**config.mk**
```make
export PLATFORM = sky130hd
export DESIGN_NAME = mbx_irq_ctrl
export DESIGN_NICKNAME = d
export VERILOG_FILES = /design/src/rtl/mbx_pkg.sv /design/src/rtl/mbx_port_dec.sv /design/src/rtl/mbx_irq_flag.sv /design/src/rtl/mbx_irq_ctrl.sv
export SDC_FILE = /design/constraint.sdc
export NUM_CORES = 1
export LEC_CHECK = 0
export BUFFER_PORTS_ARGS = -buffer_cell sky130_fd_sc_hd__buf_2
export CELL_PAD_IN_SITES_DETAIL_PLACEMENT = 0
export CELL_PAD_IN_SITES_GLOBAL_PLACEMENT = 1
export CORE_MARGIN = 3
export CORE_UTILIZATION = 10
export CTS_CLUSTER_DIAMETER = 80
export DETAILED_ROUTE_END_ITERATION = 10
export HOLD_SLACK_MARGIN = 0.03
export PLACE_DENSITY_LB_ADDON = 0.25
export SYNTH_ARGS = -nofsm -noshare
export SYNTH_HDL_FRONTEND = slang
export SYNTH_SLANG_ARGS = --single-unit
```
**constraint.sdc**
```tcl
create_clock -name clk -period 1.1 [get_ports clk]
set_input_delay 0.055 -clock clk [delete_from_list [all_inputs] [get_ports clk]]
set_output_delay 0.055 -clock clk [all_outputs]
set_load 0.005 [all_outputs]
```
**src/rtl/mbx_pkg.sv**
```systemverilog
package mbx_pkg;

   typedef enum logic {
      PORT_LFT = 1'b0,
      PORT_RGT = 1'b1
   } mbx_port_e;

   localparam int unsigned MBX_NUM_PORTS = 2;

   // Decoded per-port events, already qualified by the port's busy input.
   typedef struct packed {
      logic set_peer;   // write that lands in the peer's mailbox
      logic clr_own;    // read of the port's own mailbox
   } mbx_evt_t;

endpackage

```
**src/rtl/mbx_port_dec.sv**
```systemverilog
module mbx_port_dec
   import mbx_pkg::*;
#(
   parameter int unsigned        ADDR_W       = 15,
   parameter logic [ADDR_W-1:0]  OWN_ADDR     = '1,
   parameter logic [ADDR_W-1:0]  PEER_ADDR    = '0,
   parameter bit                 BUSY_ACT_LOW = 1'b0
) (
   input  logic              sel,
   input  logic              wr,
   input  logic              oe,
   input  logic [ADDR_W-1:0] addr,
   input  logic              busy,
   output mbx_evt_t          evt
);

   logic busy_act;
   logic hit_own;
   logic hit_peer;

   if (OWN_ADDR == PEER_ADDR) begin : g_bad_map
      $error("mbx_port_dec: own and peer mailbox addresses coincide");
   end

   if (BUSY_ACT_LOW) begin : g_busy_low
      assign busy_act = ~busy;
   end else begin : g_busy_high
      assign busy_act = busy;
   end

   assign hit_own  = (addr == OWN_ADDR);
   assign hit_peer = (addr == PEER_ADDR);

   always_comb begin
      evt          = '0;
      evt.set_peer = sel & wr & hit_peer & ~busy_act;
      evt.clr_own  = sel & ~wr & oe & hit_own & ~busy_act;
   end

endmodule

```
**src/rtl/mbx_irq_flag.sv**
```systemverilog
module mbx_irq_flag (
   input  logic clk,
   input  logic rst_n,
   input  logic set,
   input  logic clr,
   output logic irq_n
);

   always_ff @(posedge clk or negedge rst_n) begin
      if (!rst_n) begin
         irq_n <= 1'b1;
      end else if (set) begin
         irq_n <= 1'b0;
      end else if (clr) begin
         irq_n <= 1'b1;
      end
   end

   // a set always leaves the flag asserted, even with a clear alongside
   a_r9_set_wins: assert property (@(posedge clk) disable iff (!rst_n)
      set |=> !irq_n);

   // a clear without a set releases the flag
   a_r4_clear_releases: assert property (@(posedge clk) disable iff (!rst_n)
      (clr && !set) |=> irq_n);

   // with no event the flag holds
   a_r10_hold: assert property (@(posedge clk) disable iff (!rst_n)
      (!set && !clr) |=> $stable(irq_n));

endmodule

```
**src/rtl/mbx_irq_ctrl.sv**
```systemverilog
module mbx_irq_ctrl
   import mbx_pkg::*;
#(
   parameter int unsigned ADDR_W       = 15,
   parameter bit          BUSY_ACT_LOW = 1'b0
) (
   input  logic              clk,
   input  logic              rst_n,
   input  logic              lft_sel,
   input  logic              lft_wr,
   input  logic              lft_oe,
   input  logic [ADDR_W-1:0] lft_addr,
   input  logic              lft_busy,
   input  logic              rgt_sel,
   input  logic              rgt_wr,
   input  logic              rgt_oe,
   input  logic [ADDR_W-1:0] rgt_addr,
   input  logic              rgt_busy,
   output logic              lft_irq_n,
   output logic              rgt_irq_n
);

   localparam logic [ADDR_W-1:0] MBX_RGT = '1;
   localparam logic [ADDR_W-1:0] MBX_LFT = MBX_RGT - 1'b1;

   if (ADDR_W < 2) begin : g_bad_width
      $error("mbx_irq_ctrl: ADDR_W must be at least 2");
   end

   logic              sel_v  [MBX_NUM_PORTS];
   logic              wr_v   [MBX_NUM_PORTS];
   logic              oe_v   [MBX_NUM_PORTS];
   logic [ADDR_W-1:0] addr_v [MBX_NUM_PORTS];
   logic              busy_v [MBX_NUM_PORTS];
   mbx_evt_t          evt_v  [MBX_NUM_PORTS];
   logic              irq_v  [MBX_NUM_PORTS];

   assign sel_v[PORT_LFT]  = lft_sel;
   assign wr_v[PORT_LFT]   = lft_wr;
   assign oe_v[PORT_LFT]   = lft_oe;
   assign addr_v[PORT_LFT] = lft_addr;
   assign busy_v[PORT_LFT] = lft_busy;
   assign sel_v[PORT_RGT]  = rgt_sel;
   assign wr_v[PORT_RGT]   = rgt_wr;
   assign oe_v[PORT_RGT]   = rgt_oe;
   assign addr_v[PORT_RGT] = rgt_addr;
   assign busy_v[PORT_RGT] = rgt_busy;

   for (genvar p = 0; p < MBX_NUM_PORTS; p++) begin : g_port
      localparam logic [ADDR_W-1:0] OWN  = (p == 0) ? MBX_LFT : MBX_RGT;
      localparam logic [ADDR_W-1:0] PEER = (p == 0) ? MBX_RGT : MBX_LFT;

      mbx_port_dec #(
         .ADDR_W       (ADDR_W),
         .OWN_ADDR     (OWN),
         .PEER_ADDR    (PEER),
         .BUSY_ACT_LOW (BUSY_ACT_LOW)
      ) u_dec (
         .sel  (sel_v[p]),
         .wr   (wr_v[p]),
         .oe   (oe_v[p]),
         .addr (addr_v[p]),
         .busy (busy_v[p]),
         .evt  (evt_v[p])
      );

      mbx_irq_flag u_flag (
         .clk   (clk),
         .rst_n (rst_n),
         .set   (evt_v[MBX_NUM_PORTS-1-p].set_peer),
         .clr   (evt_v[p].clr_own),
         .irq_n (irq_v[p])
      );
   end

   assign lft_irq_n = irq_v[PORT_LFT];
   assign rgt_irq_n = irq_v[PORT_RGT];

   logic lft_busy_act;
   logic rgt_busy_act;
   assign lft_busy_act = lft_busy ^ BUSY_ACT_LOW;
   assign rgt_busy_act = rgt_busy ^ BUSY_ACT_LOW;

   // flags are inactive while reset is held
   a_r1_reset_idle: assert property (@(posedge clk)
      !rst_n |=> (lft_irq_n && rgt_irq_n));

   // a busy writer cannot raise the peer flag
   a_r7_busy_blocks_set_rgt: assert property (@(posedge clk) disable iff (!rst_n)
      lft_busy_act |=> !$fell(rgt_irq_n));
   a_r7_busy_blocks_set_lft: assert property (@(posedge clk) disable iff (!rst_n)
      rgt_busy_act |=> !$fell(lft_irq_n));

   // a busy owner cannot clear its own flag
   a_r8_busy_blocks_clr_rgt: assert property (@(posedge clk) disable iff (!rst_n)
      rgt_busy_act |=> !$rose(rgt_irq_n));
   a_r8_busy_blocks_clr_lft: assert property (@(posedge clk) disable iff (!rst_n)
      lft_busy_act |=> !$rose(lft_irq_n));

   // an unblocked left write of the right mailbox raises the right flag
   a_r2_left_sets_right: assert property (@(posedge clk) disable iff (!rst_n)
      (lft_sel && lft_wr && lft_addr == MBX_RGT && !lft_busy_act) |=> !rgt_irq_n);

   // an unblocked right write of the left mailbox raises the left flag
   a_r3_right_sets_left: assert property (@(posedge clk) disable iff (!rst_n)
      (rgt_sel && rgt_wr && rgt_addr == MBX_LFT && !rgt_busy_act) |=> !lft_irq_n);

endmodule

```
==> flow_metrics.tcl <==
set metrics [dict create \
    run_status "finished, final reports clean" \
    area_growth_pct 178.8 \
    p_comb_share_pct 26.4 \
    slew_viol_final 0 \
    critPathRequiredTime_ns 1.04 \
    cts_made_buffers 3 \
    crit_start "g_port[0].u_flag.irq_n" \
    yosysWarnings 0 \
    max_slew_margin_pct 82.20 \
    syn_nets 60 \
    grt_max_degree 3 \
    m1WireLength_um 292 \
    largest_registers "g_port.u_flag.irq_n (2)" \
    hold_violations 0 \
    largest_reg_flops 2 \
    clkPwrFrac_pct 51.3 \
    synth_top_area_share_pct 31.82 \
    htreeDepth 1 \
    clockRootBuffer "clkbuf_4" \
    rows 14 \
    min-delay-start "rgt_addr[0]" \
    synth_cell_type_count 10 \
    grt.overflow.total 0 \
    finClkSkew_ns 0 \
    pin_count 42 \
    viasPerCell 4.282 \
    die_x_um 46.64 \
    diodes 0 \
    highest_layer "met3" \
    fp.dieArea_um2 2175 \
    critPathBufInv 1 \
    worst_setup_path_end_kind "output pin" \
    rsz0062_at_grt "no" \
    met2WireLength_um 401 \
    swShare_pct 22.74 \
    netSwitchingPower_uw 75.94 \
    die_h_um 46.64 \
    power_density_nw_per_um2 725.3 \
    place_congestion 0.6416 \
    path_class "reg2out" \
    final_common_cell "buf_2" \
    cts_tree "built" \
    worst_hold_path_type "in2reg" \
    synth_sequential_area_ratio_pct 31.82 \
    wl_met3_um 152 \
    dr.first_iter.drc_count 1 \
    p_int_uw 258.0 \
    period_share_pct 83.68 \
    final_cell_mix "buf_2 (41), nand4_1 (6), dlygate4sd3_1 (4), a31oi_1 (3), clkbuf_4 (3)" \
    grt_pass1_wl_mm 1.159 \
    vias 364 \
    crit_family "flip-flops" \
    final_layout_size_suffix_gt1_share_pct 69.57 \
    setup_viol 0 \
    synth_area_leaders "dfstp_2 (32%), nand4_1 (23%), a31oi_1 (11%)" \
    max_stage_delay_ns 0.53 \
    antenna_left 0 \
    first_global_vias 329 \
    min_period_ns 0.9204 \
    worst_pin_slew_ns 0.2648 \
    final_cells 85 \
    p_total_uw 334.0 \
    fin_nets 111 \
    placed_cells 78 \
    fin_area_um2 460.4 \
    gr-usage-all-layers_pct 8.025 \
    maxCapViolations 0 \
    syn_area_um2 165.2 \
    crit_chain "buf_2" \
    cp-start-kind "flip-flop" \
    arrival_ns 0.87 \
    synthCells 20 \
    r2r_start "g_port[0].u_flag.irq_n" \
    clk_pin_slew_ns 0.04 \
    drt-wirelength-per-cell_um 9.941 \
    post-dp-hpwl_um 738.5 \
    top_register "g_port.u_flag.irq_n" \
    antenna_found_initial 0 \
    clkLatencyLatePin_ns 0.23 \
    ys_ff_latch 2 \
    fmax_mhz 1086 \
    start_util_pct 10.84 \
    detailed_place.area_um2 397.9 \
    yosys.area.top_type "dfstp_2" \
    peakVddDrop_v 0.0003576 \
    clockBufferDepth 2 \
    drt_wl_total_um 845 \
    cts_sinks 2 \
    synth_area_per_cell_um2 8.258 \
    drc_errors 0 \
    numPortBuffers 41 \
    power_leakage_uw 0.0002438 \
    drt_first_pass_iters 4 \
    worstPathMaxFanout 2 \
    core_um2 1524 \
    slowest_stage "dfstp_2" \
    seqPwrFrac_pct 22.3 \
]
[through the flow]
step	utilization, %	TNS, ns	hold WS [ns]	setup WS (ns)
floorplan	-	0	-0.09284	0.2638
global placement	26.11	-0.002494	0.01020	-0.002494
detailed placement	26.11	0	0.01270	0.04780
CTS	30.21	0	0.06247	0.1764
global route	30.21	0	0.09486	0.1179
finish	30.21	0	0.06819	0.1796
[cell usage after synthesis]
cell and n:
nand2_1 1, nand4_1 6, nor4_2 1, inv_1 1
nor2_1 2, dfstp_2 2, nor4_1 1, a31oi_1 3
nand4b_1 2, a21oi_1 1
[tightest hold or removal path: cells and delay by family]
| kind | cells | cell delay (ns) |
|---|---|---|
| compound gates | 1 | 0.08 |
| buf+inv | 2 | 0.15 |
[power groups by stage]
stage | combinational (uW) | sequential (uW) | clock [uW]
detailed placement | 78.6 | 75.0 | 0
global placement | 77.7 | 75.0 | 0
floorplan | 9.51 | 75.0 | 0
CTS | 89.4 | 74.4 | 180
finish | 88.2 | 74.4 | 171
global route | 98.1 | 74.4 | 184
[layout make-up]
| cell class | instances | area [um^2] |
|---|---|---|
| repair buffers | 46 | 252.7 |
| flip-flops and latches | 2 | 52.55 |
| inverters | 1 | 3.754 |
| multi-input cells | 17 | 108.9 |
| clock buffers | 3 | 22.52 |
| fillers | 166 | 1064 |
| well taps | 16 | 20.02 |
[metal layers]
layer | vias to the layer above | global-route usage (%)
met4 | 0 | 4.972
met1 | 154 | 7.586
li1 | 185 | -
met5 | - | 0
met3 | 0 | 4.688
met2 | 25 | 13.19
[path summary, 6_finish.rpt]
path,depth (start not counted),slack [ns],endpoint
worst max-delay path,1,0.18,lft_irq_n
worst min-delay path,3,0.07,g_port[0].u_flag.irq_n
worst max register to register,2,0.27,g_port[0].u_flag.irq_n
worst min register to register,2,0.55,g_port[1].u_flag.irq_n
max in group asynchronous,2,0.77,g_port[1].u_flag.irq_n
min in group asynchronous,2,0.30,g_port[0].u_flag.irq_n
[logic make-up (layout without fill, tap and decap cells)]
logic type             count (synthesis)  after routing  synth area share, %
AO/OA/AOI/OAI                          4              4                14.39
buffers and inverters                  1             50                2.271
AND/OR/NAND/NOR                       13             13                51.52
flip-flops                             2              2                31.82
[what timing repair did]
action                    4_1_cts  5_1_grt
hold endpoints to repair        4        0
resized for setup               0        0
hold buffers                    4        0
buffers inserted                0        0
No activity file was read; power rests on OpenSTA's default activity.
